### config.mk
export PLATFORM = sky130hd
export DESIGN_NAME = page_bank_sel
export DESIGN_NICKNAME = d
export VERILOG_FILES = /design/src/rtl/page_bank_pkg.sv /design/src/rtl/page_bank_dec.sv /design/src/rtl/page_bank_regs.sv /design/src/rtl/page_bank_mux.sv /design/src/rtl/page_bank_sel.sv
export SDC_FILE = /design/constraint.sdc
export NUM_CORES = 1
export LEC_CHECK = 0
export CORE_ASPECT_RATIO = 2
export CORE_MARGIN = 4
export CORE_UTILIZATION = 56
export CTS_BUF_LIST = sky130_fd_sc_hd__clkbuf_4 sky130_fd_sc_hd__clkbuf_8 sky130_fd_sc_hd__clkbuf_16
export DETAILED_ROUTE_END_ITERATION = 10
export DONT_BUFFER_PORTS = 1
export PLACE_DENSITY = 0.83
export REMOVE_ABC_BUFFERS = 1
export SYNTH_ARGS = -nofsm -noshare
export SYNTH_HDL_FRONTEND = slang
export SYNTH_SLANG_ARGS = --single-unit
### constraint.sdc
create_clock -name clk_i -period 1.3 [get_ports clk_i]
set_clock_uncertainty 0.1 [all_clocks]
set_input_delay 0.065 -clock clk_i [delete_from_list [all_inputs] [get_ports clk_i]]
set_output_delay 0.065 -clock clk_i [all_outputs]
set_load 0.01 [all_outputs]
### src/rtl/page_bank_pkg.sv
package page_bank_pkg;
  localparam int INSN_W = 10;
  localparam int BANK_W = 2;

  typedef logic [BANK_W-1:0] bank_t;

  localparam logic [INSN_W-1:0] OP_BANK0 = 10'h100;
  localparam logic [INSN_W-1:0] OP_BANK1 = 10'h180;
  localparam logic [INSN_W-1:0] OP_BANK2 = 10'h140;
  localparam logic [INSN_W-1:0] OP_BANK3 = 10'h1C0;

  function automatic bank_t bank_clamp(input bank_t req, input bank_t top);
    return (req > top) ? top : req;
  endfunction
endpackage

### src/rtl/page_bank_dec.sv
module page_bank_dec
  import page_bank_pkg::*;
(
  input  logic              valid_i,
  input  logic [INSN_W-1:0] insn_i,
  output logic              hit_o,
  output bank_t             bank_o
);
  always_comb begin
    hit_o  = valid_i;
    bank_o = '0;
    unique case (insn_i)
      OP_BANK0: bank_o = 2'd0;
      OP_BANK1: bank_o = 2'd1;
      OP_BANK2: bank_o = 2'd2;
      OP_BANK3: bank_o = 2'd3;
      default:  hit_o = 1'b0;
    endcase
  end
endmodule

### src/rtl/page_bank_regs.sv
module page_bank_regs
  import page_bank_pkg::*;
#(
  parameter int NUM_PAGES    = 16,
  parameter int FIRST_BANKED = 3,
  parameter logic [NUM_PAGES*BANK_W-1:0] MAX_BANK_MAP = '1,
  localparam int PAGE_W = $clog2(NUM_PAGES)
) (
  input  logic                        clk_i,
  input  logic                        rst_ni,
  input  logic                        clr_i,
  input  logic                        wr_i,
  input  logic [PAGE_W-1:0]           wr_page_i,
  input  bank_t                       wr_bank_i,
  output logic [NUM_PAGES*BANK_W-1:0] banks_o
);
  for (genvar p = 0; p < NUM_PAGES; p++) begin : g_page
    if (p < FIRST_BANKED) begin : g_fixed
      assign banks_o[p*BANK_W +: BANK_W] = '0;
    end else begin : g_banked
      localparam bank_t TOP = MAX_BANK_MAP[p*BANK_W +: BANK_W];
      bank_t q;
      always_ff @(posedge clk_i or negedge rst_ni) begin
        if (!rst_ni)                                 q <= '0;
        else if (clr_i)                              q <= '0;
        else if (wr_i && wr_page_i == PAGE_W'(p))    q <= bank_clamp(wr_bank_i, TOP);
      end
      assign banks_o[p*BANK_W +: BANK_W] = q;
    end
  end
endmodule

### src/rtl/page_bank_mux.sv
module page_bank_mux
  import page_bank_pkg::*;
#(
  parameter int NUM_PAGES = 16,
  localparam int PAGE_W = $clog2(NUM_PAGES)
) (
  input  logic [NUM_PAGES*BANK_W-1:0] banks_i,
  input  logic [PAGE_W-1:0]           sel_i,
  output bank_t                       bank_o
);
  always_comb begin
    bank_o = '0;
    for (int p = 0; p < NUM_PAGES; p++)
      if (sel_i == PAGE_W'(p)) bank_o = banks_i[p*BANK_W +: BANK_W];
  end
endmodule

### src/rtl/page_bank_sel.sv
module page_bank_sel
  import page_bank_pkg::*;
#(
  parameter int NUM_PAGES    = 16,
  parameter int FIRST_BANKED = 3,
  parameter logic [NUM_PAGES*BANK_W-1:0] MAX_BANK_MAP = '1,
  localparam int PAGE_W = $clog2(NUM_PAGES)
) (
  input  logic              clk_i,
  input  logic              rst_ni,
  input  logic              insn_valid_i,
  input  logic [INSN_W-1:0] insn_i,
  input  logic [PAGE_W-1:0] fetch_page_i,
  input  logic              standby_i,
  input  logic              deep_sleep_i,
  input  logic [PAGE_W-1:0] addr_page_i,
  output logic [BANK_W-1:0] bank_o
);
  logic                        hit;
  bank_t                       req_bank;
  logic [NUM_PAGES*BANK_W-1:0] banks;
  logic                        standby_unused;

  // standby keeps state by design; the input is observed only
  assign standby_unused = standby_i;

  page_bank_dec u_dec (
    .valid_i (insn_valid_i),
    .insn_i  (insn_i),
    .hit_o   (hit),
    .bank_o  (req_bank)
  );

  page_bank_regs #(
    .NUM_PAGES    (NUM_PAGES),
    .FIRST_BANKED (FIRST_BANKED),
    .MAX_BANK_MAP (MAX_BANK_MAP)
  ) u_regs (
    .clk_i     (clk_i),
    .rst_ni    (rst_ni),
    .clr_i     (deep_sleep_i),
    .wr_i      (hit),
    .wr_page_i (fetch_page_i),
    .wr_bank_i (req_bank),
    .banks_o   (banks)
  );

  page_bank_mux #(.NUM_PAGES(NUM_PAGES)) u_mux (
    .banks_i (banks),
    .sel_i   (addr_page_i),
    .bank_o  (bank_o)
  );
endmodule

==> results of run 1 <==
[metal layers]
layer	up-vias	share of wire	track usage
met2	60	0.57	0.412
met3	9	0.044	0.0367
met5	-	0	0
li1	610	-	-
met1	667	0.36	0.275
met4	0	0.028	0.0933
[cells in the final DEF (no fill, tap or decap), drive strengths merged, types with 2 or more instances in the layout]
cell type and count:
a21oi 6, and3 2, and4 2, buf 7
clkbuf 4, dfrtp 26, dlygate4sd3 8, inv 4
mux2i 30, nand2 8, nand2b 26, nand3 4
nand3b 5, nand4 3, nor2 7, nor2b 3
nor3 4, nor4 2, o21ai 6, or4 2
[area by class of cell]
cell class | instances | share of cell area
Clock buffer | 4 | 0.0282
Inverter | 4 | 0.00770
Multi-Input combinational cell | 125 | 0.531
Sequential cell | 26 | 0.334
Tap cell | 29 | 0.0186
Timing Repair Buffer | 16 | 0.0808
[how the worst max path moves through the flow]
| stage | slack (ps) | from | end |
|---|---|---|---|
| finish | -300 | u_regs.g_page[15].g_banked.q[1] | bank_o[1] |
| global route | -340 | u_regs.g_page[15].g_banked.q[1] | bank_o[1] |
| CTS | -300 | u_regs.g_page[15].g_banked.q[1] | bank_o[1] |
| detailed placement | -360 | insn_i[5] | u_regs.g_page[13].g_banked.q[0] |
| global placement | -300 | insn_i[5] | u_regs.g_page[9].g_banked.q[1] |
| floorplan | -270 | insn_i[5] | u_regs.g_page[9].g_banked.q[0] |
[power groups by stage]
stage / combinational (mW) / sequential (mW) / clock, mW
final: 0.154 / 0.808 / 0.524
after global routing: 0.164 / 0.808 / 0.567
after CTS: 0.132 / 0.808 / 0.525
after detailed placement: 0.0656 / 0.824 / 0
after global placement: 0.0631 / 0.824 / 0
after floorplan: 0.0568 / 0.824 / 0
[critical path, delay by kind of cell, from the launching register on]
family,cells,cell delay (ps)
multiplexers,2,610
flip-flops,1,410
AO/OA/AOI/OAI,1,140
[per-stage QoR]
stage          total power, mW  setup slack [ps]  TNS, ps  hold slack [ps]
3_5_place_dp             0.890              -360    -7440             -330
4_1_cts                   1.46              -297     -836             3.25
2_1_floorplan            0.881              -267    -3590             -331
5_1_grt                   1.54              -342    -1170             8.01
6_report                  1.49              -298     -840            -1.48
3_3_place_gp             0.887              -296    -6140             -330
[cells by family after synthesis]
family	Yosys count	share of synthesized area
AO/OA/AOI/OAI	19	0.0705
AND/OR/NAND/NOR	74	0.285
buffers and inverters	15	0.0349
multiplexers	32	0.207
flip-flops	26	0.403
[what timing repair did]
action                     4_1_cts  5_1_grt
pin swaps                        9        3
setup endpoints to repair       16       28
resized for setup               13       16
hold buffers                     8        2
hold endpoints to repair        52        4
==> impl_metrics.tcl, run 1 <==
set metrics [dict create \
    vias 1346 \
    switching_share 0.223 \
    antenna_found_initial 0 \
    critPathSlowestCell "mux4_2" \
    grt_pass1_vias 1450 \
    grt_max_degree 27 \
    finalWirelength_um 4480 \
    clockRootBuffer "clkbuf_8" \
    antennaDiodeCount 0 \
    hold_depth 2 \
    chipWidth_um 46.0 \
    ant_nets 0 \
    reg2reg_from "u_regs.g_page[8].g_banked.q[1]" \
    ys_top_cells_by_count "mux2i_1, dfrtp_1, nand2b_1" \
    synth_top_area_share 0.403 \
    cts_buffer_depth 2 \
    n_fill_cell 202 \
    power.internal_mw 1.15 \
    syn2layout_area_growth_pct 20.8 \
    core_sq_um 2770 \
    yosysSeqAreaShare 0.403 \
    setup_slack_ps -298 \
    cp_data_arrival_time_ps 1430 \
    rsz0062_at_grt "yes" \
    place_inst 190 \
    max-cap-violations 0 \
    synth_seq_cells 26 \
    cp-start-kind "flip-flop" \
    required_ps 1130 \
    setup_viol 10 \
    finish.instance_area_sq_um 1950 \
    hold_start "fetch_page_i[2]" \
    clkPwrFrac 0.353 \
    vdd_drop_max_uv 783 \
    vias_per_cell 6.60 \
    clkLatencyLatePin_ps 280 \
    synth_area_per_cell_sq_um 9.73 \
    grt_pass1_wl_um 6850 \
    syn_inst 166 \
    worstHoldEndpoint "u_regs.g_page[12].g_banked.q[0]" \
    clock_sinks 26 \
    synthTopCellsByArea "dfrtp_1, mux2i_1, nand2b_1, clkbuf_1, nand3b_1" \
    synth_async_sr_flop_share 1.00 \
    cts-buffers-inserted 3 \
    final_net_count 199 \
    post-route-period-util 1.23 \
    whs_ps -1.48 \
    p_sw_mw 0.332 \
    synth-edff-count 0 \
    rr_worst_depth 2 \
    synth-main-ff-cell "dfrtp_1" \
    multiInputGateArea_sq_um 1040 \
    period_minus_slack_ps 1600 \
    netlist_area_sq_um 1620 \
    crit_path_end_kind "output pin" \
    dp_hpwl_um 2820 \
    ios 25 \
    violations "hold timing, setup timing" \
    drt_iter0_markers 36 \
    slew_headroom 0.487 \
    cp_max_fo 2 \
    drive_gt1_frac 0.211 \
    hold_violations 1 \
    port_buffers 0 \
    dieArea_sq_um 3860 \
    hp-class "in -> reg" \
    htreeDepth 1 \
    power_density_nw_per_um2 762 \
    crit_type "reg -> out" \
    place_area_sq_um 1660 \
    r2r_setup_slack_ps 490 \
    largest-register "u_regs.g_page.g_banked.q" \
    crit_chain "mux2i_1, mux4_2, o22ai_4" \
    largest_reg_flops 26 \
    grt_use_total 0.239 \
    post-cts-setup-buffers 0 \
    start_util 0.583 \
    final_util 0.704 \
    reg.largest.list "u_regs.g_page.g_banked.q x26" \
    yosysWarnings 0 \
    path_clk_slew_ps 90 \
    cts_tree "built" \
    gp_congestion 0.838 \
    status "finished with violations" \
    routedWlPerCell_um 22.0 \
    yosys.cell_types.count 36 \
    comb_power_share 0.103 \
    seqPwrFrac 0.544 \
    tightest_slew_ps 770 \
    num_rows 27 \
    r2r_end "u_regs.g_page[8].g_banked.q[1]" \
    cp_slowest_stage_delay_ps 520 \
    regArea_sq_um 651 \
    fmaxAchievable_mhz 626 \
    die_h_um 84.0 \
    synth_largest_area_cell "dfrtp_1" \
    power.leakage_nw 0.810 \
    grt-ovfl-total 0 \
    drc 0 \
    firstDrtPassIters 5 \
    instances_no_fill 204 \
    yosysMostFrequentCell "mux2i_1" \
    slew_viol_final 0 \
]
Power figures use the tool's default switching activity.
==> run 2: changes to the inputs <==
CORE_UTILIZATION = 62   (was 56)
MAX_ROUTING_LAYER = met4   (was unset)
PLACE_DENSITY = 0.87   (was 0.83)
clock period = 1.48 ns   (was 1.3 ns; I/O delays follow)
==> impl_metrics.tcl, run 2 (synthesized netlist as in run 1, its figures left out) <==
set metrics [dict create \
    critPathSlowestCell "mux4_2" \
    antennaDiodeCount 0 \
    drive_gt1_frac 0.168 \
    die_h_um 80.2 \
    cp_data_arrival_time_ps 1370 \
    dp_hpwl_um 2690 \
    ant_nets 0 \
    period_minus_slack_ps 1550 \
    grt_pass1_vias 1443 \
    slew_viol_final 0 \
    antenna_found_initial 0 \
    fmaxAchievable_mhz 646 \
    cts_buffer_depth 2 \
    clockRootBuffer "clkbuf_8" \
    core_sq_um 2540 \
    setup_viol 1 \
    power.leakage_nw 0.779 \
    syn2layout_area_growth_pct 17.4 \
    power.internal_mw 1.13 \
    vdd_drop_max_uv 660 \
    num_rows 26 \
    ios 25 \
    firstDrtPassIters 4 \
    hp-class "in -> reg" \
    power_density_nw_per_um2 742 \
    post-route-period-util 1.05 \
    cts-buffers-inserted 3 \
    cp-start-kind "flip-flop" \
    final_cell_mix "mux2i_1, nand2b_1, dfrtp_1" \
    p_sw_mw 0.277 \
    cp_slowest_stage_delay_ps 500 \
    place_inst 188 \
    gp_congestion 0.830 \
    final_net_count 197 \
    htreeDepth 1 \
    clock_sinks 26 \
    grt-ovfl-total 0 \
    drt_iter0_markers 54 \
    drc 0 \
    switching_share 0.197 \
    slew_headroom 0.515 \
    setup_slack_ps -67.6 \
    whs_ps -1.51 \
    required_ps 1310 \
    seqPwrFrac 0.504 \
    reg.largest.list "u_regs.g_page.g_banked.q x26" \
    crit_chain "mux2i_1, mux4_2, o22ai_4" \
    status "finished with violations" \
    grt_pass1_wl_um 6670 \
    finalWirelength_um 4050 \
    cts_tree "built" \
    start_util 0.637 \
    dieArea_sq_um 3540 \
    hold_violations 1 \
    max-cap-violations 0 \
    rsz0062_at_grt "yes" \
    vias 1319 \
    path_clk_slew_ps 90 \
    tightest_slew_ps 725 \
    clkLatencyLatePin_ps 270 \
    vias_per_cell 6.56 \
    instances_no_fill 201 \
    grt_use_total 0.260 \
    tns_ps -67.6 \
    crit_type "reg -> out" \
    comb_power_share 0.085 \
    cp_max_fo 2 \
    violations "hold timing, setup timing" \
    port_buffers 0 \
    largest_reg_flops 26 \
    largest-register "u_regs.g_page.g_banked.q" \
    chipWidth_um 44.1 \
    grt_max_degree 27 \
    clkPwrFrac 0.412 \
    routedWlPerCell_um 20.1 \
    layout_commonest_cell "mux2i_1" \
    crit_path_end_kind "output pin" \
]
==> run 2: power groups by stage <==
stage	Combinational, mW	Sequential (mW)	Clock, mW
floorplan	0.0499	0.724	0
global placement	0.0545	0.724	0
detailed placement	0.0556	0.724	0
CTS	0.110	0.710	0.580
global route	0.128	0.710	0.619
finish	0.119	0.710	0.580
==> run 2: layout make-up <==
cell class	instances	area (sq um)
clock buffers	3	41.3
clock inverters	1	30.0
well taps	28	35.0
flip-flops and latches	26	651
fillers	162	641
multi-input cells	125	990
repair buffers	14	135
inverters	4	15.0
==> run 2: critical path, delay by kind of cell (launching register included) <==
family | cells | cell delay (ps)
AO/OA/AOI/OAI | 1 | 140
multiplexers | 2 | 580
flip-flops | 1 | 370
==> run 2: metal layers <==
| layer | vias up | GRT usage | wire [um] |
|---|---|---|---|
| met1 | 660 | 0.273 | 1460 |
| met2 | 45 | 0.475 | 2340 |
| li1 | 607 | - | - |
| met4 | 0 | 0.0876 | 76 |
| met3 | 7 | 0.0359 | 165 |
| met5 | - | - | 0 |
==> run 2: final timing paths <==
kind,slack [ps],endpoint,start,depth (start not counted)
setup / recovery,-70,bank_o[1],u_regs.g_page[9].g_banked.q[1],3
hold / removal,-2,u_regs.g_page[12].g_banked.q[1],fetch_page_i[2],2
setup reg to reg,570,u_regs.g_page[8].g_banked.q[1],u_regs.g_page[8].g_banked.q[1],2
hold reg to reg,460,u_regs.g_page[3].g_banked.q[0],u_regs.g_page[3].g_banked.q[0],2
max in group asynchronous,1010,u_regs.g_page[6].g_banked.q[1],rst_ni,2
min in group asynchronous,120,u_regs.g_page[15].g_banked.q[0],rst_ni,2
==> run 2: repair_timing <==
item                                   in CTS  in global routing
gates resized for setup                     6                 10
setup endpoints to repair                   2                  4
endpoints found under the hold margin      52                  0
pin swaps                                   3                  6
hold buffers                                8                  0
setup buffers                               1                  0
==> run 2: stage by stage <==
| stage | util | cell area [sq um] | power, mW | setup slack, ps |
|---|---|---|---|---|
| 5_1_grt | 0.748 | 1900 | 1.46 | -111 |
| 3_5_place_dp | 0.649 | 1650 | 0.780 | -193 |
| 4_1_cts | 0.728 | 1850 | 1.40 | -73.5 |
| 2_1_floorplan | - | 1570 | 0.774 | -96.2 |
| 3_3_place_gp | 0.649 | 1650 | 0.779 | -133 |
| 6_report | 0.748 | 1900 | 1.41 | -67.6 |
